--- config.mk ---
export PLATFORM = sky130hd
export DESIGN_NAME = eep_spd_slave
export DESIGN_NICKNAME = d
export VERILOG_FILES = /design/src/rtl/eep_pkg.sv /design/src/rtl/eep_bus_sense.sv /design/src/rtl/eep_store.sv /design/src/rtl/eep_spd_slave.sv
export SDC_FILE = /design/constraint.sdc
export NUM_CORES = 2
export LEC_CHECK = 0
export BUFFER_PORTS_ARGS = -buffer_cell sky130_fd_sc_hd__clkbuf_2
export CAP_MARGIN = 20
export CORE_AREA = 2 2 355 497
export DETAILED_ROUTE_END_ITERATION = 12
export DIE_AREA = 0 0 357 499
export PLACE_DENSITY = 0.73
export SYNTH_ARGS = -nofsm -noshare
export SYNTH_HDL_FRONTEND = slang
export SYNTH_SLANG_ARGS = --single-unit
export TNS_END_PERCENT = 20
--- constraint.sdc ---
create_clock -name clk_i -period 3.6 [get_ports clk_i]
set_clock_uncertainty 0.2 [all_clocks]
set_input_delay 0.72 -clock clk_i [delete_from_list [all_inputs] [get_ports clk_i]]
set_output_delay 0.72 -clock clk_i [all_outputs]
set_load 0.05 [all_outputs]
--- src/rtl/eep_pkg.sv ---
package eep_pkg;
  localparam int ADDR_W = 8;
  localparam int OFS_W  = 4;
  localparam int PAGE_N = 1 << OFS_W;
  localparam int PAGE_W = ADDR_W - OFS_W;

  typedef enum logic [3:0] {
    ST_IDLE, ST_DEV, ST_ACK_DEV, ST_WADDR, ST_ACK_WADDR,
    ST_WDATA, ST_ACK_WDATA, ST_RDATA, ST_RACK, ST_WAIT
  } eep_st_e;
endpackage

--- src/rtl/eep_bus_sense.sv ---
module eep_bus_sense #(
  parameter int SYNC_N = 2
) (
  input  logic clk_i,
  input  logic rst_ni,
  input  logic scl_i,
  input  logic sda_i,
  output logic sda_o,
  output logic scl_rise_o,
  output logic scl_fall_o,
  output logic start_o,
  output logic stop_o
);
  logic [SYNC_N-1:0] scl_sh, sda_sh;
  logic scl_q, sda_q, scl_s;

  always_ff @(posedge clk_i or negedge rst_ni) begin
    if (!rst_ni) begin
      scl_sh <= '1;
      sda_sh <= '1;
      scl_q  <= 1'b1;
      sda_q  <= 1'b1;
    end else begin
      scl_sh <= {scl_sh[SYNC_N-2:0], scl_i};
      sda_sh <= {sda_sh[SYNC_N-2:0], sda_i};
      scl_q  <= scl_sh[SYNC_N-1];
      sda_q  <= sda_sh[SYNC_N-1];
    end
  end

  assign scl_s      = scl_sh[SYNC_N-1];
  assign sda_o      = sda_sh[SYNC_N-1];
  assign scl_rise_o = scl_s & ~scl_q;
  assign scl_fall_o = ~scl_s & scl_q;
  assign start_o    = scl_s & scl_q & sda_q & ~sda_o;
  assign stop_o     = scl_s & scl_q & ~sda_q & sda_o;
endmodule

--- src/rtl/eep_store.sv ---
module eep_store
  import eep_pkg::*;
#(
  parameter int unsigned WRITE_CYCLES = 1200000
) (
  input  logic              clk_i,
  input  logic              rst_ni,
  input  logic              stage_clr_i,
  input  logic              stage_we_i,
  input  logic [OFS_W-1:0]  stage_ofs_i,
  input  logic [7:0]        stage_data_i,
  input  logic [PAGE_W-1:0] page_i,
  input  logic              commit_i,
  input  logic              lock_set_i,
  input  logic [ADDR_W-1:0] rd_addr_i,
  output logic [7:0]        rd_data_o,
  output logic              locked_o,
  output logic              busy_o
);
  localparam int DEPTH = 1 << ADDR_W;
  localparam int TW    = $clog2(WRITE_CYCLES + 1);

  logic [7:0]        mem_q   [DEPTH];
  logic [7:0]        stage_q [PAGE_N];
  logic [PAGE_N-1:0] stage_v_q;
  logic              locked_q;
  logic [TW-1:0]     timer_q;
  logic              page_open;

  // lower half of the array is closed once locked
  assign page_open = !(locked_q && !page_i[PAGE_W-1]);

  for (genvar g = 0; g < PAGE_N; g++) begin : g_slot
    always_ff @(posedge clk_i or negedge rst_ni) begin
      if (!rst_ni) begin
        stage_q[g]   <= 8'h00;
        stage_v_q[g] <= 1'b0;
      end else if (stage_clr_i || commit_i) begin
        stage_v_q[g] <= 1'b0;
      end else if (stage_we_i && stage_ofs_i == OFS_W'(g)) begin
        stage_q[g]   <= stage_data_i;
        stage_v_q[g] <= 1'b1;
      end
    end
  end

  always_ff @(posedge clk_i or negedge rst_ni) begin
    if (!rst_ni) begin
      for (int i = 0; i < DEPTH; i++) mem_q[i] <= 8'hFF;
    end else if (commit_i && page_open) begin
      for (int s = 0; s < PAGE_N; s++)
        if (stage_v_q[s]) mem_q[{page_i, OFS_W'(s)}] <= stage_q[s];
    end
  end

  always_ff @(posedge clk_i or negedge rst_ni) begin
    if (!rst_ni) begin
      locked_q <= 1'b0;
      timer_q  <= '0;
    end else begin
      locked_q <= locked_q | lock_set_i;
      if (commit_i || lock_set_i) timer_q <= TW'(WRITE_CYCLES);
      else if (timer_q != '0)     timer_q <= timer_q - TW'(1);
    end
  end

  assign rd_data_o = mem_q[rd_addr_i];
  assign locked_o  = locked_q;
  assign busy_o    = (timer_q != '0);
endmodule

--- src/rtl/eep_spd_slave.sv ---
module eep_spd_slave
  import eep_pkg::*;
#(
  parameter int unsigned WRITE_CYCLES = 1200000,
  parameter logic [3:0]  MEM_TYPE     = 4'b1010,
  parameter logic [3:0]  LOCK_TYPE    = 4'b0110
) (
  input  logic       clk_i,
  input  logic       rst_ni,
  input  logic       scl_i,
  input  logic       sda_i,
  input  logic [2:0] addr_strap_i,
  output logic       sda_oe_o
);
  logic sda_s, scl_rise, scl_fall, start_det, stop_det;
  logic [7:0] rd_data;
  logic locked, busy;

  eep_st_e     st_q;
  logic [3:0]  cnt_q;
  logic [7:0]  sh_q, tx_q;
  logic [ADDR_W-1:0] ptr_q;
  logic rw_q, tgt_lock_q, wr_pend_q, lock_pend_q, oe_q, mack_q;
  logic hit_mem, hit_lock, byte_done;

  eep_bus_sense #(.SYNC_N(2)) u_sense (
    .clk_i, .rst_ni, .scl_i, .sda_i,
    .sda_o(sda_s), .scl_rise_o(scl_rise), .scl_fall_o(scl_fall),
    .start_o(start_det), .stop_o(stop_det)
  );

  eep_store #(.WRITE_CYCLES(WRITE_CYCLES)) u_store (
    .clk_i, .rst_ni,
    .stage_clr_i (start_det),
    .stage_we_i  (st_q == ST_WDATA && byte_done && !tgt_lock_q),
    .stage_ofs_i (ptr_q[OFS_W-1:0]),
    .stage_data_i(sh_q),
    .page_i      (ptr_q[ADDR_W-1:OFS_W]),
    .commit_i    (stop_det && wr_pend_q),
    .lock_set_i  (stop_det && lock_pend_q),
    .rd_addr_i   (ptr_q),
    .rd_data_o   (rd_data),
    .locked_o    (locked),
    .busy_o      (busy)
  );

  assign byte_done = scl_fall && cnt_q == 4'd8;
  assign hit_mem   = sh_q[7:4] == MEM_TYPE && sh_q[3:1] == addr_strap_i && !busy;
  assign hit_lock  = sh_q[7:4] == LOCK_TYPE && sh_q[3:1] == addr_strap_i &&
                     !sh_q[0] && !busy && !locked;

  always_ff @(posedge clk_i or negedge rst_ni) begin
    if (!rst_ni) begin
      st_q <= ST_IDLE; cnt_q <= '0; sh_q <= '0; tx_q <= '0; ptr_q <= '0;
      rw_q <= 1'b0; tgt_lock_q <= 1'b0; wr_pend_q <= 1'b0;
      lock_pend_q <= 1'b0; oe_q <= 1'b0; mack_q <= 1'b0;
    end else if (start_det) begin
      st_q <= ST_DEV; cnt_q <= '0; oe_q <= 1'b0;
      wr_pend_q <= 1'b0; lock_pend_q <= 1'b0; tgt_lock_q <= 1'b0;
    end else if (stop_det) begin
      st_q <= ST_IDLE; oe_q <= 1'b0;
      wr_pend_q <= 1'b0; lock_pend_q <= 1'b0;
    end else begin
      // receive states shift on rising SCL
      if (scl_rise && (st_q == ST_DEV || st_q == ST_WADDR || st_q == ST_WDATA)) begin
        sh_q  <= {sh_q[6:0], sda_s};
        cnt_q <= cnt_q + 4'd1;
      end
      unique case (st_q)
        ST_DEV: if (byte_done) begin
          if (hit_mem || hit_lock) begin
            oe_q <= 1'b1; st_q <= ST_ACK_DEV;
            rw_q <= sh_q[0]; tgt_lock_q <= hit_lock;
          end else st_q <= ST_WAIT;
        end
        ST_ACK_DEV: if (scl_fall) begin
          cnt_q <= '0;
          if (rw_q) begin
            tx_q <= rd_data; oe_q <= ~rd_data[7]; st_q <= ST_RDATA;
          end else begin
            oe_q <= 1'b0; st_q <= ST_WADDR;
            if (tgt_lock_q) lock_pend_q <= 1'b1;
          end
        end
        ST_WADDR: if (byte_done) begin
          if (!tgt_lock_q) ptr_q <= sh_q;
          oe_q <= 1'b1; st_q <= ST_ACK_WADDR;
        end
        ST_WDATA: if (byte_done) begin
          if (!tgt_lock_q) begin
            ptr_q     <= {ptr_q[ADDR_W-1:OFS_W], ptr_q[OFS_W-1:0] + OFS_W'(1)};
            wr_pend_q <= 1'b1;
          end
          oe_q <= 1'b1; st_q <= ST_ACK_WDATA;
        end
        ST_ACK_WADDR, ST_ACK_WDATA: if (scl_fall) begin
          oe_q <= 1'b0; cnt_q <= '0; st_q <= ST_WDATA;
        end
        ST_RDATA: if (scl_fall) begin
          if (cnt_q == 4'd7) begin
            oe_q <= 1'b0; st_q <= ST_RACK; ptr_q <= ptr_q + ADDR_W'(1);
          end else begin
            cnt_q <= cnt_q + 4'd1;
            tx_q  <= {tx_q[6:0], 1'b0};
            oe_q  <= ~tx_q[6];
          end
        end
        ST_RACK: begin
          if (scl_rise) mack_q <= ~sda_s;
          if (scl_fall) begin
            if (mack_q) begin
              cnt_q <= '0; tx_q <= rd_data; oe_q <= ~rd_data[7]; st_q <= ST_RDATA;
            end else st_q <= ST_WAIT;
          end
        end
        default: ;
      endcase
    end
  end

  assign sda_oe_o = oe_q;
endmodule

==> out/qor.yml <==
start_util: 0.597
crit_path_start_kind: "flop"
use_met1: 0.553
synth_cell_types: 67
drc: 0
boundaryPins: 8
cts_root_buf: "clkbuf_16"
rsz0062_at_grt: "no"
cts_sinks: 2257
grt_pass1_wl_um: 547000
async_reset_ff_frac: 1.00
p_per_area_nw_per_um2: 434
post_cts_buffers: 0
route.vias.total: 68093
layout-drive-gt1-share: 0.803
power_mw: 50.6
layout_setup_ws_ns: -0.0374
antenna_found_initial: 42
wl_um: 394000
dp_hpwl_um: 259000
final_area_um2: 117000
dieHeight_um: 499
die_x_um: 357
grt-ovfl-total: 0
fin_crit_sh: 1.01
crit_arrival_ns: 4.23
max_cap_violations: 0
crit_fanout: 29
cts_buffers: 209
clkSlewWorstSetupHoldPaths_ns: 0.07
grt.met2_usage: 0.654
syn_avg_cell_area_um2: 15.7
grt_util_all_layers: 0.446
yosysSeqAreaShare: 0.570
io_buffer_count: 7
final-hold-violation-count: 0
grt_pass1_vias: 68881
min_path_type: "in -> async"
dpl-instance-area_um2: 109000
fin_crit_ns: 3.64
crit_type: "reg -> reg"
synth_fp_nets: 6606
die_area_um2: 178000
firstDrtPassIters: 7
routabilityCongestion: 1.08
yosysWarnings: 0
yosys.area.top_type_share: 0.521
nNetsFinal: 6866
cts_tree: "yes"
slew_headroom: 0.138
outcome: "finished with violations"
postSynthCellCount: 6591
worst_pin_slew_ns: 1.29
slew_violations: 0
fmax_ghz: 0.275
ys_ff_latch: 2257
final_antenna_net_count: 0
cp-end-kind: "flop"
synth_edf_count: 0
leakage_nw: 47.6
synth.cell_area_um2: 104000
violations: "setup timing"
fin_setup_tns_ns: -0.0591
area_growth_pct: 12.7
core_area_um2: 173000
cp.required_ns: 4.20
via_per_inst: 7.26
clock_path_buffers: 3
rows: 181
cts_max_level: 4
synth_top_area_cell: "dfstp_2"
synth_ff_type: "dfstp_2"
ys_top_cells_by_area: "dfstp_2 (52%), mux2_2 (24%), mux4_2 (11%), dfrtp_1 (4.9%), nand2_1 (1.9%)"
setup_viol: 2
peakVddDrop_v: 0.000688
routedWlPerCell_um: 42.0
dr.first_iter.drc_count: 8259
grt_max_degree: 114
met3_usage: 0.136
busiest_layer: "met2"
clkLatencyLatePin_ns: 0.89
registers in the layout, summed over array words and instances, names as in the netlist, 2 cells and up:
| name | count |
|---|---|
| cnt_q | 4 |
| u_store.stage_v_q | 16 |
| u_sense.scl_sh | 2 |
| u_store.stage_q | 128 |
| u_sense.sda_sh | 2 |
| st_q | 4 |
| u_store.timer_q | 21 |
| sh_q | 8 |
| u_store.mem_q | 2048 |
| ptr_q | 8 |
| tx_q | 7 |
cell usage after synthesis (10+ instances only):
| cell | instances |
|---|---|
| a21oi_1 | 94 |
| a22oi_1 | 77 |
| a31oi_1 | 16 |
| a32oi_1 | 50 |
| buf_1 | 43 |
| buf_2 | 73 |
| clkbuf_1 | 290 |
| dfrtp_1 | 203 |
| dfstp_2 | 2054 |
| inv_1 | 14 |
| mux2_2 | 2169 |
| mux2i_1 | 88 |
| mux4_2 | 518 |
| nand2_1 | 534 |
| nand2b_1 | 15 |
| nand3_1 | 22 |
| nor2_1 | 65 |
| nor2b_1 | 15 |
| nor3_1 | 12 |
| o211ai_1 | 10 |
| o21ai_0 | 64 |
| o22ai_1 | 13 |
| xnor2_1 | 10 |
final cells by class:
cell class              count  area, um^2
fillers                 12053       56700
inverters                  14        57.6
clock inverters            70         833
flip-flops and latches   2257       59100
well taps                2287        2860
repair buffers            457        4410
multi-input cells        3912       43100
diodes                     58         145
clock buffers             319        6270
what timing repair did:
| item | in CTS | in global routing |
|---|---|---|
| hold endpoints to repair | 2 | 0 |
| pin swaps | 0 | 2 |
| hold buffers | 2 | 0 |
| setup endpoints to repair | 4 | 32 |
| resized for setup | 5 | 15 |
worst max-delay path, cell delays in order (launching register included):
cell and delay [ns]:
dfrtp_4 0.53, buf_12 0.19, buf_12 0.22, inv_4 0.28
buf_12 0.29, mux2i_1 0.29, a32oi_1 0.26, nand2_1 0.17
o21ai_0 0.70, a22oi_1 0.20, a31oi_1 0.20
cell families (layout without fill, tap and decap cells):
group / Yosys count / after routing / share of synthesized area
XOR/XNOR: 15 / 15 / 0.00127
AND/OR/NAND/NOR: 733 / 733 / 0.0303
adder cells (fa/ha/maj): 8 / 8 / 0.000966
flip-flops: 2257 / 2257 / 0.570
other: 0 / 58 / 0
AO/OA/AOI/OAI: 380 / 380 / 0.0245
buffers and inverters: 422 / 860 / 0.0162
multiplexers: 2776 / 2776 / 0.357
per-layer routing:
layer / up-vias / routed length (um)
met4: 14 / 34300
li1: 25164 / -
met2: 4829 / 177000
met5: - / 75
met3: 1481 / 44700
met1: 36605 / 138000
power breakdown:
group,switching [mW],internal [mW]
Sequential,0.174,25.6
Combinational,1.31,0.417
Clock,10.1,13.1
Total,11.5,39.1
layout by cell type (no fill, tap or decap), types with 7 or more instances in the layout:
master and n:
diode_2 58, a22oi_1 74, a32oi_1 45, buf_16 7, clkbuf_8 56, a21oi_1 92
mux2_2 2169, buf_12 68, nor2_1 62, dfrtp_2 68, nor2b_1 11, o21ai_0 64
o22ai_1 13, nand2b_1 15, mux2i_1 86, nand3_1 22, clkbuf_1 51, xnor2_1 10
nor3_1 12, nand2_1 534, ha_1 8, dfrtp_1 132, dfstp_2 2054, clkbuf_16 212
or4_1 8, mux4_2 518, buf_4 374, bufinv_16 15, nor4_1 7, a31oi_1 16
clkinv_2 36, o211ai_1 10, and3_1 8, inv_1 12
through the flow:
| stage | setup slack [ns] | cells | utilization | hold slack, ns |
|---|---|---|---|---|
| after global routing | 0.00524 | 9318 | 0.672 | 0.109 |
| after CTS | 0.0195 | 9316 | 0.672 | 0.0650 |
| after detailed placement | -0.305 | 8925 | 0.631 | 0.162 |
| after global placement | -0.338 | 8920 | 0.630 | 0.154 |
| final | -0.0374 | 9374 | 0.673 | 0.117 |
| after floorplan | 0.344 | 6591 | - | 0.145 |
final timing paths:
check | cells after the start | slack, ns | startpoint | to
max in group asynchronous | 3 | 2.31 | rst_ni | u_store.mem_q[388]$_DFFE_PN1P_
worst min register to register | 0 | 0.15 | u_sense.sda_sh[0]$_DFF_PN1_ | u_sense.sda_sh[1]$_DFF_PN1_
worst max register to register | 10 | -0.04 | ptr_q[0]$_DFFE_PN0P_ | tx_q[4]$_DFFE_PN0P_
worst max-delay path | 10 | -0.04 | ptr_q[0]$_DFFE_PN0P_ | tx_q[4]$_DFFE_PN0P_
min in group clk_i | 0 | 0.15 | u_sense.sda_sh[0]$_DFF_PN1_ | u_sense.sda_sh[1]$_DFF_PN1_
worst min-delay path | 1 | 0.12 | rst_ni | u_store.mem_q[378]$_DFFE_PN1P_
Power figures use the tool's default switching activity.
